[src/rtl/ptw_pkg.sv]
package ptw_pkg;
    localparam int LA_W  = 32;
    localparam int OFF_W = 12;
    localparam int P1_W  = 10;
    localparam int P2_W  = 10;
    localparam int VPN_W = P1_W + P2_W;
    localparam int PFN_W = LA_W - OFF_W;
    localparam int ACC_W = 2;

    typedef logic [VPN_W-1:0] vpn_t;
    typedef logic [PFN_W-1:0] pfn_t;

    typedef struct packed {
        logic [P1_W-1:0]  p1;
        logic [P2_W-1:0]  p2;
        logic [OFF_W-1:0] off;
    } laddr_t;

    typedef struct packed {
        pfn_t             pfn;
        logic [OFF_W-2:0] rsvd;
        logic             valid;
    } pte_t;

    typedef enum logic [1:0] {
        WS_IDLE  = 2'd0,
        WS_OUTER = 2'd1,
        WS_INNER = 2'd2
    } wstate_e;

    localparam logic LVL_OUTER = 1'b0;
    localparam logic LVL_INNER = 1'b1;

    function automatic logic [LA_W-1:0] outer_addr(input logic [LA_W-1:0] base,
                                                   input logic [P1_W-1:0] idx);
        return base + {{(LA_W-P1_W-2){1'b0}}, idx, 2'b00};
    endfunction

    function automatic logic [LA_W-1:0] inner_addr(input pfn_t tbl,
                                                   input logic [P2_W-1:0] idx);
        return {tbl, idx, 2'b00};
    endfunction
endpackage

[src/rtl/ptw_rr.sv]
module ptw_rr #(
    parameter int N = 8,
    localparam int IW = (N > 1) ? $clog2(N) : 1
) (
    input  logic          clk,
    input  logic          rst,
    input  logic          adv,
    output logic [IW-1:0] ptr
);
    always_ff @(posedge clk) begin
        if (rst) begin
            ptr <= '0;
        end else if (adv) begin
            if (ptr == IW'(N - 1)) ptr <= '0;
            else                   ptr <= ptr + 1'b1;
        end
    end
endmodule

[src/rtl/ptw_tcache.sv]
module ptw_tcache
    import ptw_pkg::*;
#(
    parameter int N = 8,
    localparam int IW = (N > 1) ? $clog2(N) : 1
) (
    input  logic         clk,
    input  logic         rst,
    input  logic         flush,
    input  vpn_t         lk_vpn,
    output logic         hit,
    output pfn_t         hit_pfn,
    input  logic         fill_en,
    input  vpn_t         fill_vpn,
    input  pfn_t         fill_pfn,
    output logic [N-1:0] vld_vec
);
    vpn_t          tag_q [N];
    pfn_t          pfn_q [N];
    logic [N-1:0]  match;
    logic [IW-1:0] vict;
    logic          do_fill;

    assign do_fill = fill_en && !flush;

    ptw_rr #(.N(N)) u_rr (
        .clk (clk),
        .rst (rst),
        .adv (do_fill),
        .ptr (vict)
    );

    genvar g;
    generate
        for (g = 0; g < N; g++) begin : g_ent
            assign match[g] = vld_vec[g] && (tag_q[g] == lk_vpn);

            always_ff @(posedge clk) begin
                if (rst) begin
                    vld_vec[g] <= 1'b0;
                    tag_q[g]   <= '0;
                    pfn_q[g]   <= '0;
                end else if (flush) begin
                    vld_vec[g] <= 1'b0;
                end else if (do_fill && (vict == IW'(g))) begin
                    vld_vec[g] <= 1'b1;
                    tag_q[g]   <= fill_vpn;
                    pfn_q[g]   <= fill_pfn;
                end
            end
        end
    endgenerate

    always_comb begin
        hit_pfn = '0;
        for (int i = 0; i < N; i++) begin
            if (match[i]) hit_pfn = hit_pfn | pfn_q[i];
        end
    end

    assign hit = |match;
endmodule

[src/rtl/ptw_walker.sv]
module ptw_walker
    import ptw_pkg::*;
(
    input  logic             clk,
    input  logic             rst,
    input  logic             flush,
    input  logic             req_valid,
    input  laddr_t           req_laddr,
    input  logic [ACC_W-1:0] req_acc,
    input  logic [LA_W-1:0]  ptbr,
    input  logic             hit,
    input  pfn_t             hit_pfn,
    input  logic             mem_gnt,
    input  logic [LA_W-1:0]  mem_rdata,
    output logic             busy,
    output logic             mem_req,
    output logic [LA_W-1:0]  mem_addr,
    output logic             done,
    output logic             fault,
    output logic             fault_lvl,
    output logic [LA_W-1:0]  paddr,
    output logic [ACC_W-1:0] resp_acc,
    output logic             fill_en,
    output vpn_t             fill_vpn,
    output pfn_t             fill_pfn
);
    wstate_e          state;
    laddr_t           la_q;
    logic [ACC_W-1:0] acc_q;
    logic [LA_W-1:0]  base_q;
    pfn_t             ibase_q;
    pte_t             pte;
    logic [OFF_W-2:0] unused_rsvd;

    assign pte         = pte_t'(mem_rdata);
    assign unused_rsvd = pte.rsvd;

    assign busy     = (state != WS_IDLE);
    assign mem_req  = busy;
    assign mem_addr = (state == WS_OUTER) ? outer_addr(base_q, la_q.p1)
                                          : inner_addr(ibase_q, la_q.p2);

    assign fill_en  = (state == WS_INNER) && mem_gnt && pte.valid;
    assign fill_vpn = {la_q.p1, la_q.p2};
    assign fill_pfn = pte.pfn;

    always_ff @(posedge clk) begin
        if (rst) begin
            state     <= WS_IDLE;
            la_q      <= '0;
            acc_q     <= '0;
            base_q    <= '0;
            ibase_q   <= '0;
            done      <= 1'b0;
            fault     <= 1'b0;
            fault_lvl <= LVL_OUTER;
            paddr     <= '0;
            resp_acc  <= '0;
        end else begin
            done  <= 1'b0;
            fault <= 1'b0;
            case (state)
                WS_IDLE: begin
                    if (req_valid) begin
                        la_q   <= req_laddr;
                        acc_q  <= req_acc;
                        base_q <= ptbr;
                        if (hit && !flush) begin
                            done     <= 1'b1;
                            paddr    <= {hit_pfn, req_laddr.off};
                            resp_acc <= req_acc;
                        end else begin
                            state <= WS_OUTER;
                        end
                    end
                end
                WS_OUTER: begin
                    if (mem_gnt) begin
                        if (!pte.valid) begin
                            fault     <= 1'b1;
                            fault_lvl <= LVL_OUTER;
                            resp_acc  <= acc_q;
                            state     <= WS_IDLE;
                        end else begin
                            ibase_q <= pte.pfn;
                            state   <= WS_INNER;
                        end
                    end
                end
                WS_INNER: begin
                    if (mem_gnt) begin
                        resp_acc <= acc_q;
                        state    <= WS_IDLE;
                        if (!pte.valid) begin
                            fault     <= 1'b1;
                            fault_lvl <= LVL_INNER;
                        end else begin
                            done  <= 1'b1;
                            paddr <= {pte.pfn, la_q.off};
                        end
                    end
                end
                default: state <= WS_IDLE;
            endcase
        end
    end
endmodule

[src/rtl/ptw_top.sv]
module ptw_top
    import ptw_pkg::*;
#(
    parameter int NENT = 8
) (
    input  logic             clk,
    input  logic             rst,
    input  logic             flush,
    input  logic             req_valid,
    input  logic [LA_W-1:0]  req_laddr,
    input  logic [ACC_W-1:0] req_acc,
    input  logic [LA_W-1:0]  ptbr,
    output logic             busy,
    output logic             done,
    output logic             fault,
    output logic             fault_lvl,
    output logic [LA_W-1:0]  paddr,
    output logic [ACC_W-1:0] resp_acc,
    output logic             mem_req,
    output logic [LA_W-1:0]  mem_addr,
    input  logic             mem_gnt,
    input  logic [LA_W-1:0]  mem_rdata
);
    logic            hit;
    pfn_t            hit_pfn;
    logic            fill_en;
    vpn_t            fill_vpn;
    pfn_t            fill_pfn;
    logic [NENT-1:0] vld_vec;
    laddr_t          la;

    assign la = laddr_t'(req_laddr);

    ptw_tcache #(.N(NENT)) u_cache (
        .clk      (clk),
        .rst      (rst),
        .flush    (flush),
        .lk_vpn   ({la.p1, la.p2}),
        .hit      (hit),
        .hit_pfn  (hit_pfn),
        .fill_en  (fill_en),
        .fill_vpn (fill_vpn),
        .fill_pfn (fill_pfn),
        .vld_vec  (vld_vec)
    );

    ptw_walker u_walk (
        .clk       (clk),
        .rst       (rst),
        .flush     (flush),
        .req_valid (req_valid),
        .req_laddr (la),
        .req_acc   (req_acc),
        .ptbr      (ptbr),
        .hit       (hit),
        .hit_pfn   (hit_pfn),
        .mem_gnt   (mem_gnt),
        .mem_rdata (mem_rdata),
        .busy      (busy),
        .mem_req   (mem_req),
        .mem_addr  (mem_addr),
        .done      (done),
        .fault     (fault),
        .fault_lvl (fault_lvl),
        .paddr     (paddr),
        .resp_acc  (resp_acc),
        .fill_en   (fill_en),
        .fill_vpn  (fill_vpn),
        .fill_pfn  (fill_pfn)
    );
endmodule

[config.mk]
export PLATFORM = sky130hd
export DESIGN_NAME = ptw_top
export DESIGN_NICKNAME = d
export VERILOG_FILES = /design/src/rtl/ptw_pkg.sv /design/src/rtl/ptw_rr.sv /design/src/rtl/ptw_tcache.sv /design/src/rtl/ptw_walker.sv /design/src/rtl/ptw_top.sv
export SDC_FILE = /design/constraint.sdc
export NUM_CORES = 1
export LEC_CHECK = 0
export BUFFER_PORTS_ARGS = -buffer_cell sky130_fd_sc_hd__buf_4
export CORE_MARGIN = 5
export CORE_UTILIZATION = 55
export DETAILED_ROUTE_END_ITERATION = 7
export PLACE_DENSITY = 0.77
export SYNTH_ARGS = -nofsm -noshare
export SYNTH_HDL_FRONTEND = slang
export SYNTH_HIERARCHICAL = 1
export SYNTH_SLANG_ARGS = --single-unit
[constraint.sdc]
create_clock -name clk -period 2.8 [get_ports clk]
set_clock_uncertainty 0.05 [all_clocks]
set_input_delay 0.56 -clock clk [delete_from_list [all_inputs] [get_ports clk]]
set_output_delay 0.56 -clock clk [all_outputs]
set_load 0.1 [all_outputs]
---- Yosys cells after proc, flatten, opt, wreduce, memory -nomap -nowiden ----
Memory sizes are Yosys's and may differ from the RTL's.
Cells that the tools add are included.
word-level totals
  register bits after elaboration ......... 136
  RAM bits ................................ 320
  input bits .............................. 103
  output and inout bits ................... 71
  memories ................................ 2
memory list
  memory         words  width  rd ports  clocked after memory_dff  write ports  RTL line          source
  u_cache.pfn_q  8      20     8         0                         8            ptw_tcache.sv:19  pfn_t pfn_q [N];
  u_cache.tag_q  8      20     8         0                         8            ptw_tcache.sv:18  vpn_t tag_q [N];
operators by class
  $add $sub $neg .......................... 2
  equal/unequal tests ..................... 25
  multiplexer cells ....................... 88
  bitwise gates (word level) .............. 25
  reduce and logical (&&, ||, !) cells .... 37
operators with widths
  kind                   number
  $mux W20               24
  $eq A20 B20 Y1         8
  $mux W32               5
  $or A20 B20 Y20        7
  $pmux W32 S2           1
  $mux W1                43
  $add A32 B12 Y32       1
  $logic_and A1 B1 Y1    20
  $mux W2                10
  $or A1 B1 Y1           16
  $ne A2 B2 Y1 const B   7
  $eq A3 B3 Y1 const B   4
  $pmux W2 S3            2
  $reduce_and A5 Y1      2
  $reduce_or A8 Y1       1
  $eq A3 B2 Y1 const B   2
  $reduce_and A6 Y1      1
  $reduce_bool A2 Y1     3
  $pmux W1 S2            2
  $reduce_and A4 Y1      1
  $reduce_or A2 Y1       2
  $add A3 B1 Y3 const B  1
  $eq A3 B1 Y1 const B   1
  $logic_not A3 Y1       1
  other kinds (11)       12

---- Logic depth before layout (Yosys ltp) ----
Gate-level depths: netlist of the first run.
  depth in word-level cells ............... 20
  depth in mapped cells ................... 13
  depth with buffers taken out ............ 11

---- Cells and area by module ----
Netlist of the first run, hierarchy kept.
modules (own cells, without submodules)
  module      times used  cells an instance  area an instance (µm²)
  ptw_tcache  1           1280               16246.8
  ptw_walker  1           788                6268.5
  ptw_rr      1           13                 141.4

---- Worst setup path after synthesis of the first run ----
No wires, ideal clock.
  kind .................................... reg-to-output
  start ................................... register u_walk.la_q (netlist bit u_walk/fill_vpn[10])
  end ..................................... output mem_addr[18]
  data arrival time ....................... 3.544 ns
  required time ........................... 2.190 ns
  setup slack ............................. -1.354 ns
  stages on the path, launching flop included .. 9
  cell sequence ........................... dfxtp_1 ha_1 fa_1 a21oi_1 o21ai_1 a2111oi_4 and4bb_1 xnor2_1 a21oi_1
between the ends
  cells in the longest elaborated chain, start to end .. 2
RTL lines
  what                    RTL line          source
  from (decl)             ptw_walker.sv:28  laddr_t la_q;
  from (signal assigned)  ptw_walker.sv:65  la_q <= req_laddr;
  $add A32 B12 Y32        ptw_pkg.sv:36     return base + {{(LA_W-P1_W-2){1'b0}}, idx, 2'b00};
  $mux W32                ptw_walker.sv:40  assign mem_addr = (state == WS_OUTER) ? outer_addr(base_q, la_q.p1)
  to (decl)               ptw_top.sv:20     output logic [LA_W-1:0] mem_addr,
Every way passes these cells.

---- Final worst setup path of the first run ----
  start ................................... register u_walk.base_q[2]
  end ..................................... output mem_addr[30]
between the ends
  cells in the longest elaborated chain, start to end .. 2
RTL lines
  what                    RTL line          source
  from (decl)             ptw_walker.sv:30  logic [LA_W-1:0] base_q;
  from (signal assigned)  ptw_walker.sv:67  base_q <= ptbr;
  $add A32 B12 Y32        ptw_pkg.sv:36
  $mux W32                ptw_walker.sv:40
Every way passes these cells.

==> flow_summary.json, run 1 <==
{
  "status": "finished with violations",
  "violations": "setup timing",
  "dr.first_iter.drc_count": 1776,
  "multiInputGateArea_um2": 9360,
  "first_global_vias": 16818,
  "layout.cells.most_common": "sky130_fd_sc_hd__and2_1",
  "buffer_ports.inserted": 162,
  "grt.total_usage_pct": 26.8,
  "htree_levels": 2,
  "worstPathMaxFanout": 5,
  "syn-cell-area_um2": 22700,
  "start_kind": "register",
  "maxCapViolations": 0,
  "place_congestion": 0.892,
  "power.sequential.fraction_pct": 45.4,
  "globalRouteOverflowTotal": 0,
  "timing.critical_path.required_ns": 2.19,
  "layout_cell_share_with_drive_strength_beyond_1_pct": 21.9,
  "vdd_drop_max_mv": 0.473,
  "arrival_time_at_the_worst_endpoint_ns": 3.05,
  "power.net_switching_mw": 4.78,
  "grt_first_pass_wirelength_um": 94300,
  "netlist.area_leader.share_pct": 42.4,
  "final_cells": 2838,
  "floorplan.die.width_um": 213,
  "timing_worst_setup_path_type": "register to output pin",
  "layout_common_cells": "sky130_fd_sc_hd__and2_1 (323), sky130_fd_sc_hd__edfxtp_1 (320), sky130_fd_sc_hd__buf_4 (269), sky130_fd_sc_hd__nand2_1 (194), sky130_fd_sc_hd__xnor2_1 (141)",
  "core_footprint_um2": 40800,
  "timing.hold.worst.class": "input pin to register",
  "tritoncts": "done",
  "pwr-share-clk_pct": 37.2,
  "timing_max_transition_violations_final": 0,
  "clock_path_buffers": 3,
  "clock-root-buffer": "sky130_fd_sc_hd__clkbuf_16",
  "antenna_found_initial": 0,
  "routed_via_density": 5.98,
  "synthesis.yosys.warnings": 6,
  "wirelength_met1_um": 24500,
  "count_of_antenna_diodes_in_the_layout": 0,
  "num_io_pins": 174,
  "timing.max_slew.rel_slack_pct": 53.2,
  "fin_crit_sh_pct": 131,
  "timing.critical_path.to_type": "output pin",
  "cts.sink_count": 456,
  "nets": 2387,
  "initial_core_util_pct": 55.5,
  "wl_met2_um": 32000,
  "met3_routed_wirelength_um": 5440,
  "ys_top_cells_by_area": "sky130_fd_sc_hd__edfxtp_1 (42%), sky130_fd_sc_hd__dfxtp_1 (12%), sky130_fd_sc_hd__and2_1 (8.9%)",
  "final.min_clock_period_ns": 3.66,
  "hold_violation_total_from_the_final_report": 0,
  "fp.dieArea_um2": 45400,
  "pwr-share-comb_pct": 17.4,
  "top_layer": "met4",
  "drc_errors": 0,
  "post_synth.cell_area_avg_um2": 10.9,
  "achievable-frequency_mhz": 273,
  "route.vias.total": 16979,
  "synth.distinct_cells": 70,
  "wl_per_cell_um": 22.8,
  "p_leak_nw": 10.1,
  "power_per_cell_area_nw_per_um2": 623,
  "totalWireLength_um": 64700,
  "synthArstFlopShare_pct": 0,
  "sw_frac_of_total_pct": 28.2,
  "synthesis.instances": 2081,
  "clock_insertion_delay_worst_skew_ns": 0.56,
  "area_growth_syn_to_layout_pct": 20.3,
  "detail-route-antenna-nets": 0,
  "tritoncts.num_buffers": 47,
  "detailed_place_hpwl_um": 41900,
  "fin_total_pwr_mw": 17.0,
  "die_h_um": 213,
  "worst_slew_pin_slew_ns": 0.702,
  "seq_total_area_yosys_pct": 54.4,
  "numPlacedInstances": 2737,
  "largest_net_degree_at_the_start_of_global_routing": 118,
  "most_used_dff_post_synth": "sky130_fd_sc_hd__edfxtp_1",
  "setup_viol_count_final": 26,
  "nFillCells": 2883,
  "clk_transition_reported_paths_ns": 0.06,
  "number_of_core_rows": 74,
  "synth_enable_flop_cells": 320,
  "yosys_register_bits": 456,
  "final_critical_path_setup_slack_ns": -0.861,
  "length_of_the_first_detailed_routing_pass_in_iterations": 6,
  "seq_area_um2": 12300,
  "cellInternalPower_mw": 12.2,
  "synth_area_leader_cell": "sky130_fd_sc_hd__edfxtp_1",
  "number_of_nets_in_the_synthesized_netlist": 2200,
  "rsz0062_at_grt": "true"
}
[cells in the mapped netlist, types with 23 or more instances]
| library cell | instances |
|---|---|
| sky130_fd_sc_hd__edfxtp_1 | 320 |
| sky130_fd_sc_hd__nor2_1 | 77 |
| sky130_fd_sc_hd__inv_1 | 94 |
| sky130_fd_sc_hd__a32oi_1 | 81 |
| sky130_fd_sc_hd__nand4_1 | 49 |
| sky130_fd_sc_hd__and2_1 | 324 |
| sky130_fd_sc_hd__xnor2_1 | 146 |
| sky130_fd_sc_hd__nand2_1 | 196 |
| sky130_fd_sc_hd__nor3_1 | 70 |
| sky130_fd_sc_hd__buf_4 | 45 |
| sky130_fd_sc_hd__dfxtp_1 | 136 |
| sky130_fd_sc_hd__clkbuf_1 | 80 |
| sky130_fd_sc_hd__a21oi_1 | 117 |
| sky130_fd_sc_hd__a211oi_1 | 33 |
| sky130_fd_sc_hd__xor2_1 | 25 |
| sky130_fd_sc_hd__nor4_1 | 23 |
| sky130_fd_sc_hd__mux2i_1 | 38 |
[final cells by class]
class | count | share of cell area [%]
well taps | 532 | 2.44
multi-input cells | 1345 | 34.3
inverters | 94 | 1.29
clock inverters | 20 | 0.817
flip-flops and latches | 456 | 45.3
clock buffers | 67 | 4.86
repair buffers | 324 | 10.9
[path summary, 6_finish.rpt]
| check | startpoint | to | slack (ns) | cells after the start |
|---|---|---|---|---|
| min reg2reg | u_walk/base_q[0] | u_walk/base_q[0] | 0.40 | 2 |
| max | u_walk/base_q[2] | mem_addr[30] | -0.86 | 10 |
| min | ptbr[16] | u_walk/base_q[16] | 0.19 | 3 |
| max reg2reg | u_cache/tag_q[0][55] | u_walk/paddr[10] | 0.07 | 11 |
[cell families (layout without fill, tap and decap cells)]
kind of cell / after synthesis / in the layout / synth area share (%)
XOR/XNOR: 178 / 178 / 7.31
AO/OA/AOI/OAI: 282 / 282 / 8.57
flip-flops: 456 / 456 / 54.4
buffers and inverters: 280 / 505 / 6.82
AND/OR/NAND/NOR: 821 / 821 / 19.8
adder cells (fa/ha/maj): 16 / 16 / 0.917
multiplexers: 48 / 48 / 2.18
[state kept, by name, indices dropped and copies added, names as in the netlist]
signal            flops
u_walk/done           1
u_walk/paddr         32
u_walk/fault          1
u_cache/tag_q       160
u_cache/vld_vec       8
u_walk/state          2
u_walk/base_q        32
u_walk/la_q          12
u_walk/acc_q          2
u_walk/fill_vpn      20
u_cache/u_rr/ptr      3
u_cache/pfn_q       160
u_walk/ibase_q       20
u_walk/fault_lvl      1
u_walk/resp_acc       2
[power by group through the flow]
stage	Sequential, mW	Combinational [mW]	Clock, mW
6_report	7.71	2.94	6.32
5_1_grt	7.73	3.06	6.66
4_1_cts	7.70	2.80	6.38
3_5_place_dp	7.84	2.71	0
3_3_place_gp	7.82	2.66	0
2_1_floorplan	8.24	1.51	0
[routing by layer]
metal	vias to the layer above	track usage (%)
met1	8293	34.6
met2	896	45.7
li1	7612	-
met4	0	11.1
met3	178	3.83
met5	-	0
[critical path: stages, from the launching register on]
cell                        delay [ns]
sky130_fd_sc_hd__dfxtp_2          0.33
sky130_fd_sc_hd__ha_4             0.16
sky130_fd_sc_hd__fa_2             0.38
sky130_fd_sc_hd__a21oi_4          0.20
sky130_fd_sc_hd__o21ai_4          0.10
sky130_fd_sc_hd__a2111oi_4        0.33
sky130_fd_sc_hd__buf_6            0.18
sky130_fd_sc_hd__nor3b_4          0.06
sky130_fd_sc_hd__mux2_4           0.33
sky130_fd_sc_hd__o211ai_1         0.13
sky130_fd_sc_hd__buf_6            0.27
[through the flow]
step                      hold slack [ns]  util (%)  area (µm²)  setup TNS, ns  worst slack, ns
final                               0.192      66.7       27300         -15.51           -0.861
after global routing                0.180      66.7       27300         -17.89           -0.948
after CTS                           0.170      65.7       26800         -16.95           -0.837
after detailed placement            0.395      61.4       25100          -9.71           -0.310
after global placement              0.388      61.4       25100          -8.66           -0.271
after floorplan                     0.382         -       23000          -2.86           -0.892
[what timing repair did]
item / CTS / global route
gates resized for setup: 52 / 70
hold buffers: 0 / 0
setup buffers: 1 / 12
gates cloned: 0 / 1
setup endpoints to repair: 32 / 61
pin swaps: 11 / 27
No activity file was read; power rests on OpenSTA's default activity.
==> run 2: changes to the inputs <==
==> constraint.sdc (replaced) <==
create_clock -name clk -period 2.8 [get_ports clk]
set_clock_uncertainty 0.05 [all_clocks]
set_input_delay 0 -clock clk [delete_from_list [all_inputs] [get_ports clk]]
set_output_delay 0 -clock clk [all_outputs]
set_load 0.1 [all_outputs]
==> run 2 against run 1 <==
Largest power group unchanged. The run still ends with setup timing left. Combinational power rose by 5%. First-iteration DRC count is 36% higher. Register-to-register slack lost 0.08 ns. Critical path type unchanged. Clock power is 0.8% higher. Non-clock buffer count up 33.
==> flow_summary.json, run 2 (same netlist as run 1, synthesis figures left out) <==
{
  "num_io_pins": 174,
  "violations": "setup timing",
  "arrival_time_at_the_worst_endpoint_ns": 3.00,
  "clk_transition_reported_paths_ns": 0.06,
  "worst_hold_startpoint": "ptbr[24]",
  "start_kind": "register",
  "worst_slew_pin_slew_ns": 1.33,
  "worstPathMaxFanout": 5,
  "largest_net_degree_at_the_start_of_global_routing": 114,
  "antenna_found_initial": 2,
  "timing_max_transition_violations_final": 0,
  "number_of_core_rows": 74,
  "layout_common_cells": "sky130_fd_sc_hd__and2_1 (323), sky130_fd_sc_hd__edfxtp_1 (320), sky130_fd_sc_hd__buf_4 (222), sky130_fd_sc_hd__nand2_1 (193), sky130_fd_sc_hd__xnor2_1 (141)",
  "initial_core_util_pct": 55.5,
  "grt_first_pass_wirelength_um": 102000,
  "fin_crit_sh_pct": 109,
  "tritoncts.num_buffers": 47,
  "setup_viol_count_final": 19,
  "largest_registers": "u_cache/pfn_q x160, u_cache/tag_q x160",
  "final.min_clock_period_ns": 3.05,
  "first_global_vias": 17810,
  "die_h_um": 213,
  "final_cells": 2874,
  "timing.critical_path.to_type": "output pin",
  "cts.sink_count": 456,
  "power.sequential.fraction_pct": 45.0,
  "final_critical_path_setup_slack_ns": -0.247,
  "timing.hold.worst.class": "input pin to register",
  "critical_path_cell_list": "ha_4 -> fa_2 -> a21oi_4 -> o21ai_4 -> a2111oi_4 -> buf_4 -> nor3b_4 -> mux2_4 -> o211ai_1 -> buf_6",
  "detail-route-antenna-nets": 0,
  "worstReg2RegStart": "u_cache/tag_q[0][10]",
  "nets": 2420,
  "htree_levels": 2,
  "floorplan.die.width_um": 213,
  "hold_violation_total_from_the_final_report": 0,
  "pwr-share-clk_pct": 37.0,
  "timing.critical_path.required_ns": 2.75,
  "timing.reg2reg.worst_path_depth": 12,
  "globalRouteOverflowTotal": 0,
  "drc_errors": 0,
  "area_growth_syn_to_layout_pct": 21.9,
  "status": "finished with violations",
  "nFillCells": 2765,
  "timing.critical_path.slowest_cell_delay_ns": 0.37,
  "cellInternalPower_mw": 12.2,
  "detailedPlace.worstSlack_ns": 0.0726,
  "maxCapViolations": 0,
  "detailed_place_hpwl_um": 40700,
  "fin_total_pwr_mw": 17.2,
  "timing.max_slew.rel_slack_pct": 11.5,
  "grt.total_usage_pct": 29.5,
  "core_footprint_um2": 40800,
  "clock_insertion_delay_worst_skew_ns": 0.57,
  "timing_worst_setup_path_type": "register to output pin",
  "hold-path-endpoint": "u_walk/base_q[24]",
  "fin_setup_tns_ns": -2.41,
  "worstReg2RegEnd": "u_walk/paddr[2]",
  "tritoncts": "done",
  "regToRegSetupSlack_ns": -0.01,
  "layout_cell_share_with_drive_strength_beyond_1_pct": 19.9,
  "sw_frac_of_total_pct": 29.1,
  "place_congestion": 0.845,
  "wl_per_cell_um": 24.9,
  "power.net_switching_mw": 5.00,
  "buffer_ports.inserted": 162,
  "p_leak_nw": 10.2,
  "dr.first_iter.drc_count": 2416,
  "final_core_util_pct": 67.6,
  "rsz0062_at_grt": "true",
  "numPlacedInstances": 2670,
  "vdd_drop_max_mv": 0.543,
  "achievable-frequency_mhz": 328,
  "fp.dieArea_um2": 45400,
  "timing.critical_path.slowest_stage_cell": "sky130_fd_sc_hd__fa_2",
  "layout.cells.most_common": "sky130_fd_sc_hd__and2_1",
  "pwr-share-comb_pct": 17.9,
  "length_of_the_first_detailed_routing_pass_in_iterations": 6,
  "routed_via_density": 6.20,
  "route.vias.total": 17818,
  "clock_path_buffers": 3,
  "totalWireLength_um": 71700,
  "hold_depth": 4,
  "power_per_cell_area_nw_per_um2": 623,
  "clock-root-buffer": "sky130_fd_sc_hd__clkbuf_16"
}
[run 2: cell types whose count changed in the layout (fill, tap and decap cells not counted), sizes merged]
cell         delta
bufinv          +1
inv             +2
clkinvlp        +1
buf            -65
dlygate4sd3    +95
diode           +2
clkinv          +6
clkbuf          -6
[run 2: per-layer routing]
layer	vias to the layer above	track usage, %	wire [µm]
li1	7682	-	-
met1	8652	38.0	26600
met2	1199	48.4	33900
met3	283	5.44	7410
met4	2	14.0	3720
met5	-	0	7
[run 2: area by class of cell]
cell class              instances  area, µm²  area share [%]
well taps                     532        666            2.41
diodes                          2       5.00          0.0181
multi-input cells            1345       9370            33.9
flip-flops and latches        456      12300            44.7
repair buffers                357       3320            12.0
clock inverters                30        312            1.13
inverters                      94        353            1.28
clock buffers                  58       1240            4.49
[run 2: power by group through the flow]
stage	Combinational, mW	Clock, mW	Sequential (mW)
3_3_place_gp	2.52	0	7.84
6_report	3.08	6.37	7.74
4_1_cts	2.75	6.39	7.72
3_5_place_dp	2.56	0	7.86
5_1_grt	3.18	6.70	7.76
2_1_floorplan	1.45	0	8.23
[run 2: how the worst max path moves through the flow]
stage                                    start               end  slack [ns]  cells after the start
final                         u_walk/base_q[2]      mem_addr[30]       -0.25                     10
after global routing          u_walk/base_q[2]      mem_addr[30]       -0.32                     10
after CTS                     u_walk/base_q[2]      mem_addr[30]       -0.20                     10
after detailed placement  u_cache/tag_q[0][10]  u_walk/paddr[23]        0.07                     11
after global placement    u_cache/tag_q[1][23]  u_walk/paddr[27]        0.22                     11
after floorplan            u_walk/fill_vpn[10]      mem_addr[28]       -0.33                      7
[run 2: timing repair]
item | CTS | global route
hold buffers | 96 | 0
cloned | 0 | 6
endpoints found under the setup margin | 24 | 57
pin swaps | 8 | 30
setup buffers | 2 | 12
resized for setup | 44 | 90
endpoints found under the hold margin | 296 | 0
[run 2: through the flow]
step | hold slack [ns] | instance area (µm²)
2_1_floorplan | 0.0124 | 22800
3_3_place_gp | 0.197 | 24300
3_5_place_dp | 0.207 | 24300
4_1_cts | 0.167 | 27000
5_1_grt | 0.193 | 27600
6_report | 0.192 | 27600
[run 2: critical path, delay by kind of cell, from the launching register on]
kind | cells | cell delay (ns)
compound gates | 4 | 0.67
fa+ha+maj | 2 | 0.54
buf+inv | 2 | 0.46
flops | 1 | 0.36
mux | 1 | 0.32
simple gates | 1 | 0.08
==> run 3: changes to the inputs <==
--- a/config.mk
+++ b/config.mk
@@ -7,9 +7,9 @@
 export LEC_CHECK = 0
 export BUFFER_PORTS_ARGS = -buffer_cell sky130_fd_sc_hd__buf_4
 export CORE_MARGIN = 5
-export CORE_UTILIZATION = 55
+export CORE_UTILIZATION = 60
 export DETAILED_ROUTE_END_ITERATION = 7
-export PLACE_DENSITY = 0.77
+export PLACE_DENSITY = 0.8
 export SYNTH_ARGS = -nofsm -noshare
 export SYNTH_HDL_FRONTEND = slang
 export SYNTH_HIERARCHICAL = 1
==> constraint.sdc (replaced) <==
create_clock -name clk -period 3.5 [get_ports clk]
set_clock_uncertainty 0.05 [all_clocks]
set_input_delay 0 -clock clk [delete_from_list [all_inputs] [get_ports clk]]
set_output_delay 0 -clock clk [all_outputs]
set_load 0.1 [all_outputs]
==> run 3 against run 2 <==
The flow now finishes without violations. Register-to-register slack gained 0.65 ns. Final cell count down 2.4%. Combinational power decreased by 31%. Critical endpoint is now mem_addr[16]. Non-clock buffer count fell by 39. Sequential power is 20% lower. Sequential share of layout area increased by 2.1 points. Critical path depth unchanged.
==> flow_summary.json, run 3 (same netlist as run 1, synthesis figures left out) <==
{
  "timing.critical_path.to_type": "output pin",
  "worstPathMaxFanout": 10,
  "placed_area_um2": 24000,
  "first_global_vias": 17654,
  "final_cell_area_um2": 26400,
  "start_kind": "register",
  "dr.first_iter.drc_count": 2112,
  "setup_viol_count_final": 0,
  "hold_depth": 4,
  "grt.total_usage_pct": 31.3,
  "p_leak_nw": 9.76,
  "die_h_um": 204,
  "largest_net_degree_at_the_start_of_global_routing": 113,
  "clk_transition_reported_paths_ns": 0.07,
  "detailedPlace.worstSlack_ns": 0.532,
  "antenna_found_initial": 0,
  "worstReg2RegEnd": "u_walk/paddr[16]",
  "final_critical_path_setup_slack_ns": 0.120,
  "detailed_place_hpwl_um": 40300,
  "totalWireLength_um": 66900,
  "vdd_drop_max_mv": 0.471,
  "clock_insertion_delay_worst_skew_ns": 0.56,
  "route.vias.total": 17189,
  "routed_via_density": 6.13,
  "worst_hold_startpoint": "ptbr[27]",
  "timing_max_transition_violations_final": 0,
  "drc_errors": 0,
  "timing_worst_setup_path_type": "register to output pin",
  "largest_registers": "u_cache/pfn_q x160, u_cache/tag_q x160",
  "numPlacedInstances": 2629,
  "regToRegSetupSlack_ns": 0.64,
  "core_footprint_um2": 37500,
  "count_of_antenna_diodes_in_the_layout": 0,
  "achievable-frequency_mhz": 296,
  "detail-route-antenna-nets": 0,
  "holdWs_ns": 0.199,
  "tritoncts.num_buffers": 44,
  "layout.cells.most_common": "sky130_fd_sc_hd__and2_1",
  "rsz0062_at_grt": "false",
  "num_io_pins": 174,
  "place_congestion": 0.849,
  "worstReg2RegStart": "u_cache/tag_q[1][49]",
  "layout_common_cells": "sky130_fd_sc_hd__and2_1 (323), sky130_fd_sc_hd__edfxtp_1 (320), sky130_fd_sc_hd__buf_4 (217), sky130_fd_sc_hd__nand2_1 (195), sky130_fd_sc_hd__xnor2_1 (146)",
  "grt_first_pass_wirelength_um": 101000,
  "clock-root-buffer": "sky130_fd_sc_hd__clkbuf_16",
  "tritoncts": "done",
  "htree_levels": 2,
  "timing.max_slew.rel_slack_pct": 43.9,
  "final_cells": 2806,
  "fin_setup_tns_ns": 0,
  "timing.critical_path.required_ns": 3.45,
  "wl_per_cell_um": 23.8,
  "status": "finished clean",
  "timing.reg2reg.worst_path_depth": 11,
  "initial_core_util_pct": 60.4,
  "power_per_cell_area_nw_per_um2": 494,
  "buffer_ports.inserted": 162,
  "fin_crit_sh_pct": 96.6,
  "nets": 2378,
  "fp.dieArea_um2": 41700,
  "maxCapViolations": 0,
  "timing.hold.worst.class": "input pin to register",
  "arrival_time_at_the_worst_endpoint_ns": 3.33,
  "worst_slew_pin_slew_ns": 0.840,
  "layout_cell_share_with_drive_strength_beyond_1_pct": 15.4,
  "number_of_core_rows": 71,
  "cts.sink_count": 456,
  "clock_path_buffers": 3,
  "hold_violation_total_from_the_final_report": 0,
  "length_of_the_first_detailed_routing_pass_in_iterations": 6,
  "hold-path-endpoint": "u_walk/base_q[27]",
  "floorplan.die.width_um": 204,
  "area_growth_syn_to_layout_pct": 16.3,
  "globalRouteOverflowTotal": 0,
  "final.min_clock_period_ns": 3.38
}
-- run 3: changes by cell type in the layout (fill, tap and decap cells not counted), sizes merged --
cell         delta
clkinvlp        -1
clkbuf          +1
buf            -34
clkinv          -7
dlygate4sd3     -1
bufinv          -3
diode           -2
-- run 3: final cells by class --
| type | instances | area [µm²] |
|---|---|---|
| Multi-Input combinational cell | 1345 | 8910 |
| Inverter | 94 | 353 |
| Timing Repair Buffer | 318 | 2710 |
| Fill cell | 2562 | 11100 |
| Clock buffer | 63 | 1230 |
| Tap cell | 511 | 639 |
| Clock inverter | 19 | 171 |
| Sequential cell | 456 | 12300 |
-- run 3: layer usage --
metal | track usage, % | part of all wire [%]
met4 | 14.7 | 4.8
met3 | 6.06 | 11
met2 | 51.8 | 48
met5 | 0 | 0
met1 | 40.1 | 36
-- run 3: stage by stage --
stage | utilization (%) | power [mW]
2_1_floorplan | - | 7.72
3_3_place_gp | 64.0 | 8.24
3_5_place_dp | 64.0 | 8.29
4_1_cts | 70.3 | 13.0
5_1_grt | 70.3 | 13.4
6_report | 70.3 | 13.0
-- run 3: worst max path at each step --
stage	startpoint	to	slack (ns)	depth (start not counted)
3_3_place_gp	u_walk/fill_vpn[10]	mem_addr[30]	0.55	9
2_1_floorplan	u_walk/fill_vpn[10]	mem_addr[16]	0.02	8
4_1_cts	u_walk/fill_vpn[10]	mem_addr[30]	0.08	10
3_5_place_dp	u_walk/fill_vpn[10]	mem_addr[30]	0.53	9
5_1_grt	u_walk/fill_vpn[10]	mem_addr[30]	0.003	10
6_report	u_walk/fill_vpn[10]	mem_addr[16]	0.12	10
-- run 3: report_power, final --
group	internal, mW	switching, mW	total, mW
combinational	0.599	1.54	2.14
sequential	6.01	0.177	6.18
clock	2.68	2.03	4.71
total	9.28	3.74	13.0
-- run 3: worst max-delay path: stages (launching register included) --
cell                        delay (ns)
sky130_fd_sc_hd__dfxtp_2          0.38
sky130_fd_sc_hd__ha_1             0.24
sky130_fd_sc_hd__fa_1             0.41
sky130_fd_sc_hd__a21oi_1          0.20
sky130_fd_sc_hd__o21ai_1          0.17
sky130_fd_sc_hd__a2111oi_4        0.30
sky130_fd_sc_hd__buf_4            0.21
sky130_fd_sc_hd__nor2_1           0.07
sky130_fd_sc_hd__xnor2_1          0.17
sky130_fd_sc_hd__a21oi_1          0.27
sky130_fd_sc_hd__buf_4            0.34
-- run 3: repair_timing --
item,in CTS,in global routing
resized for setup,0,3
hold endpoints to repair,296,0
hold buffers,94,0
endpoints found under the setup margin,2,3
pin swaps,1,0
buffers inserted,1,0
